## src/rtl/dlk_pkg.sv

```systemverilog
`timescale 1ns/1ps
package dlk_pkg;
   localparam int STATE_W = 64;
   localparam int NIB_W   = 4;
   localparam int NIBBLES = STATE_W / NIB_W;
   localparam int WIDX_W  = $clog2(STATE_W);
   localparam int NIDX_W  = $clog2(NIB_W);

   typedef logic [STATE_W-1:0]             state_t;
   typedef logic [NIB_W-1:0]               nib_t;
   typedef logic [STATE_W-1:0][WIDX_W-1:0] wire_map_t;
   typedef logic [NIB_W-1:0][NIDX_W-1:0]   nib_map_t;

   function automatic wire_map_t ident_wire_map();
      wire_map_t m;
      for (int i = 0; i < STATE_W; i++) m[i] = WIDX_W'(i);
      return m;
   endfunction

   function automatic nib_map_t ident_nib_map();
      nib_map_t m;
      for (int i = 0; i < NIB_W; i++) m[i] = NIDX_W'(i);
      return m;
   endfunction

   function automatic bit wire_map_ok(wire_map_t m);
      logic [STATE_W-1:0] hit;
      hit = '0;
      for (int i = 0; i < STATE_W; i++) hit[m[i]] = 1'b1;
      return &hit;
   endfunction

   function automatic bit nib_map_ok(nib_map_t m);
      logic [NIB_W-1:0] hit;
      hit = '0;
      for (int i = 0; i < NIB_W; i++) hit[m[i]] = 1'b1;
      return &hit;
   endfunction

   // each bit becomes the parity of the other three
   function automatic nib_t diffuse(nib_t x);
      return {NIB_W{^x}} ^ x;
   endfunction
endpackage

```

## src/rtl/dlk_wire_cross.sv

```systemverilog
`timescale 1ns/1ps
module dlk_wire_cross #(
   parameter int W  = 64,
   parameter int IW = $clog2(W),
   parameter logic [W-1:0][IW-1:0] MAP = '0
) (
   input  logic [W-1:0] i_bits,
   output logic [W-1:0] o_bits
);
   always_comb begin
      o_bits = '0;
      for (int i = 0; i < W; i++) o_bits[MAP[i]] = i_bits[i];
   end
endmodule

```

## src/rtl/dlk_mix_nibble.sv

```systemverilog
`timescale 1ns/1ps
module dlk_mix_nibble
   import dlk_pkg::*;
(
   input  nib_t i_nib,
   input  nib_t i_key,
   output nib_t o_nib
);
   assign o_nib = diffuse(i_nib) ^ i_key;
endmodule

```

## src/rtl/dlk_layer.sv

```systemverilog
`timescale 1ns/1ps
module dlk_layer
   import dlk_pkg::*;
#(
   parameter bit        REGISTER_OUT = 1'b1,
   parameter wire_map_t WIRE_MAP     = ident_wire_map(),
   parameter nib_map_t  NIB_MAP      = ident_nib_map()
) (
   input  logic   clk,
   input  logic   rst_n,
   input  logic   in_valid,
   input  state_t state_in,
   input  state_t round_key,
   output logic   out_valid,
   output state_t state_out
);
   if (!wire_map_ok(WIRE_MAP)) begin : g_bad_wire_map
      $error("dlk_layer: WIRE_MAP is not a bijection");
   end
   if (!nib_map_ok(NIB_MAP)) begin : g_bad_nib_map
      $error("dlk_layer: NIB_MAP is not a bijection");
   end

   state_t pre_x, mixed, crossed, result;

   dlk_wire_cross #(.W(STATE_W), .IW(WIDX_W), .MAP(WIRE_MAP)) u_pre (
      .i_bits(state_in), .o_bits(pre_x));

   for (genvar n = 0; n < NIBBLES; n++) begin : g_nib
      dlk_mix_nibble u_mix (
         .i_nib(pre_x[n*NIB_W +: NIB_W]),
         .i_key(round_key[n*NIB_W +: NIB_W]),
         .o_nib(mixed[n*NIB_W +: NIB_W]));
      dlk_wire_cross #(.W(NIB_W), .IW(NIDX_W), .MAP(NIB_MAP)) u_ncross (
         .i_bits(mixed[n*NIB_W +: NIB_W]),
         .o_bits(crossed[n*NIB_W +: NIB_W]));
   end

   dlk_wire_cross #(.W(STATE_W), .IW(WIDX_W), .MAP(WIRE_MAP)) u_post (
      .i_bits(crossed), .o_bits(result));

   if (REGISTER_OUT) begin : g_reg
      always_ff @(posedge clk) begin
         if (!rst_n) begin
            out_valid <= 1'b0;
            state_out <= '0;
         end else begin
            out_valid <= in_valid;
            if (in_valid) state_out <= result;
         end
      end
   end else begin : g_comb
      logic unused_clk_rst;
      assign unused_clk_rst = clk ^ rst_n;
      assign out_valid = in_valid;
      assign state_out = result;
   end
endmodule

```

## config.mk

```make
export PLATFORM = sky130hd
export DESIGN_NAME = dlk_layer
export DESIGN_NICKNAME = d
export VERILOG_FILES = /design/src/rtl/dlk_pkg.sv /design/src/rtl/dlk_wire_cross.sv /design/src/rtl/dlk_mix_nibble.sv /design/src/rtl/dlk_layer.sv
export SDC_FILE = /design/constraint.sdc
export NUM_CORES = 1
export LEC_CHECK = 0
export ABC_AREA = 1
export CORE_ASPECT_RATIO = 0.5
export CORE_MARGIN = 10
export CORE_UTILIZATION = 42
export DETAILED_ROUTE_END_ITERATION = 12
export PLACE_DENSITY = 0.78
export SYNTH_ARGS = -nofsm -noshare
export SYNTH_HDL_FRONTEND = slang
export SYNTH_SLANG_ARGS = --single-unit
```

## constraint.sdc

```tcl
create_clock -name clk -period 0.9 [get_ports clk]
set_input_delay 0.18 -clock clk [delete_from_list [all_inputs] [get_ports clk]]
set_output_delay 0.18 -clock clk [all_outputs]
set_load 0.02 [all_outputs]
```

==> flow_metrics.py <==
metrics = {
    "status": {
        "status": "finished with violations",
        "violations": "setup timing",
    },
    "clock_tree": {
        "path_clk_slew_ns": 0.05,
        "cts_hold_buf": 0,
        "numCtsBuffers": 9,
        "root_buffer": "clkbuf_16",
        "clk_path_buf_depth": 2,
        "cts_tree": "built",
        "cts.sinks": 65,
        "cts-htree-levels": 3,
        "clk_latency_ns": 0.32,
    },
    "yosys": {
        "synth_xor_xnor_area_share": 0,
        "synth_nets": 1347,
        "synthCells": 1216,
        "synth_fa_ha_area_frac": 0,
        "seq_area_frac_synth": 0.226,
        "synth_area_leaders": "nand2_1 56%, dfxtp_1 23%, inv_1 8.4%",
        "synth_top_family_by_area": "simple AND/OR/NAND/NOR gates",
        "synth_cell_types": 11,
        "synth_compound_area_frac": 0.00521,
        "synthMuxAreaShare": 0,
        "yosysTopAreaCell": "nand2_1",
        "yosys_warnings": 0,
        "avgSynthCellArea_sq_um": 4.74,
        "synthesis.area_sq_mm": 0.00576,
        "ys_ff_latch": 65,
        "synth_top_area_frac": 0.558,
        "synthSimpleGateAreaFrac": 0.623,
    },
    "worst_setup_path": {
        "arrival_ns": 0.80,
        "endpoint_kind": "primary output",
        "critical_path_buf_inv_count": 1,
        "path_max_fanout": 2,
        "r2r_start": "state_out[34]",
        "rrSetupSlack_ns": 0.16,
        "slowest_delay_ns": 0.35,
        "crit_slowest_cell": "dfxtp_2",
        "crit_required_ns": 0.72,
        "crit_path_start_kind": "flip-flop",
        "worstPathCellList": "buf_6",
        "reg2reg_depth": 5,
        "cp_top_family": "flip-flops",
        "critPathKind": "flip-flop to primary output",
        "r2r-end": "state_out[34]",
    },
    "floorplan": {
        "die-area_sq_mm": 0.0191,
        "fp-row-count": 30,
        "start_util": 0.427,
        "coreArea_sq_mm": 0.0135,
        "die_h_microns": 103,
        "io_pins": 196,
        "fp.dieW_microns": 186,
    },
    "timing": {
        "fin_ws_ns": -0.0818,
        "drv_slew": 0,
        "post-route-period-util": 1.09,
        "setup_viol_count_final": 65,
        "hold_viol_final": 0,
        "rsz0062_at_grt": "true",
        "layout_min_cycle_time_ns": 0.982,
        "timing.slew.headroom": 0.827,
        "max_freq_mhz": 1020,
        "tightest_slew_ns": 0.259,
        "skew_ns": 0,
    },
    "pwr": {
        "p_switching_mw": 3.40,
        "power_frac_comb": 0.333,
        "power.leakage_nw": 6.02,
        "switching_share": 0.321,
        "p_int_mw": 7.17,
        "p_seq_frac": 0.322,
        "p_per_area_mw_per_mm2": 1230,
        "ir_drop_mv": 0.970,
        "clkPwrFrac": 0.345,
    },
    "cells_and_area": {
        "final_util": 0.635,
        "stdcell_area_sq_mm": 0.00856,
        "layout_common_cells": "856 x nand2_1, 129 x inv_1, 66 x buf_6",
        "drive_gt1_frac": 0.165,
        "nets": 1559,
        "final_common_cell": "nand2_1",
        "area.growth.synth_to_final_pct": 48.6,
        "fill_cells": 1299,
    },
    "detailed_routing": {
        "ant_nets": 0,
        "first_pass_iters": 5,
        "vias_per_cell": 4.50,
        "drc_errors": 0,
        "dr.first_iter.drc_count": 330,
        "vias": 7257,
        "wl_microns": 18000,
        "wl_per_cell_microns": 11.2,
    },
    "place": {
        "placement.io_buffers": 195,
        "hpwl_microns": 14600,
        "place_area_sq_mm": 0.00795,
        "post-place-ws_ns": -0.423,
        "gp_congestion": 0.905,
    },
    "hold_path": {
        "min_path_type": "input pin to flip-flop",
        "hold_start": "round_key[53]",
        "min_to": "state_out[53]",
        "hold_depth": 6,
    },
    "global_routing": {
        "antenna_found_initial": 1,
        "grt_use_total": 0.183,
        "grt_pass1_vias": 6482,
        "grt_pass1_wl_microns": 29300,
        "grt_start_max_net_pins": 35,
        "grt_overflow": 0,
    },
    "run": {
        "maxCapViolCount": 0,
    },
}
## through the flow
| stage | instances | TNS, ns | total power [mW] | hold WS, ns |
|---|---|---|---|---|
| 3_5_place_dp | 1587 | -38.36 | 6.92 | 0.490 |
| 4_1_cts | 1607 | -4.59 | 10.7 | 0.339 |
| 2_1_floorplan | 1216 | 0 | 5.23 | 0.451 |
| 6_report | 1611 | -3.59 | 10.6 | 0.295 |
| 5_1_grt | 1610 | -5.65 | 11.3 | 0.332 |
| 3_3_place_gp | 1587 | -36.78 | 6.84 | 0.479 |
## worst max path at each step
| stage | start | endpoint | slack [ns] | cells past startpoint |
|---|---|---|---|---|
| detailed placement | state_in[60] | state_out[62] | -0.42 | 8 |
| finish | state_out[62] | state_out[62] | -0.08 | 1 |
| floorplan | in_valid | state_out[10] | 0.03 | 7 |
| CTS | state_out[62] | state_out[62] | -0.10 | 1 |
| global route | state_out[62] | state_out[62] | -0.12 | 1 |
| global placement | state_in[60] | state_out[62] | -0.40 | 8 |
## cell usage after synthesis (all sizes together)
library cell / n
buf: 21
dfxtp: 65
inv: 188
nand2: 858
nand3: 58
nor2: 20
o21ai: 6
## kinds of logic after synthesis
kind of cell	count (synthesis)
AOI/OAI and AO/OA	6
buffers and inverters	209
DFF	65
and+or+nand+nor	936
## routing by layer
metal | global-route usage | share of wire
met1 | 0.205 | 0.43
met2 | 0.350 | 0.51
met4 | 0.0431 | 0.012
met3 | 0.0359 | 0.045
met5 | 0 | 0
## what timing repair did
action | in CTS | in global routing
buffers inserted | 4 | 2
setup endpoints to repair | 128 | 125
pin swaps | 0 | 3
resized for setup | 503 | 62
## area by class of cell
class	count	area, sq um	area share
clock inverters	6	82.6	0.00965
well taps	176	220	0.0257
multi-input cells	942	3620	0.423
diodes	2	5.00	0.000585
repair buffers	222	2310	0.270
inverters	188	706	0.0824
clock buffers	10	229	0.0267
flip-flops and latches	65	1380	0.162
## sequential cells by signal, indices dropped and copies added, names as in the netlist
name       flops
out_valid      1
state_out     64
## power by group through the flow
| stage | logic, mW | clock network, mW | registers [mW] |
|---|---|---|---|
| after floorplan | 1.58 | 0 | 3.65 |
| after global placement | 3.49 | 0 | 3.35 |
| after detailed placement | 3.56 | 0 | 3.36 |
| after CTS | 3.56 | 3.74 | 3.40 |
| after global routing | 3.98 | 3.87 | 3.43 |
| final | 3.52 | 3.65 | 3.40 |
(Power assumes the default switching activity.)
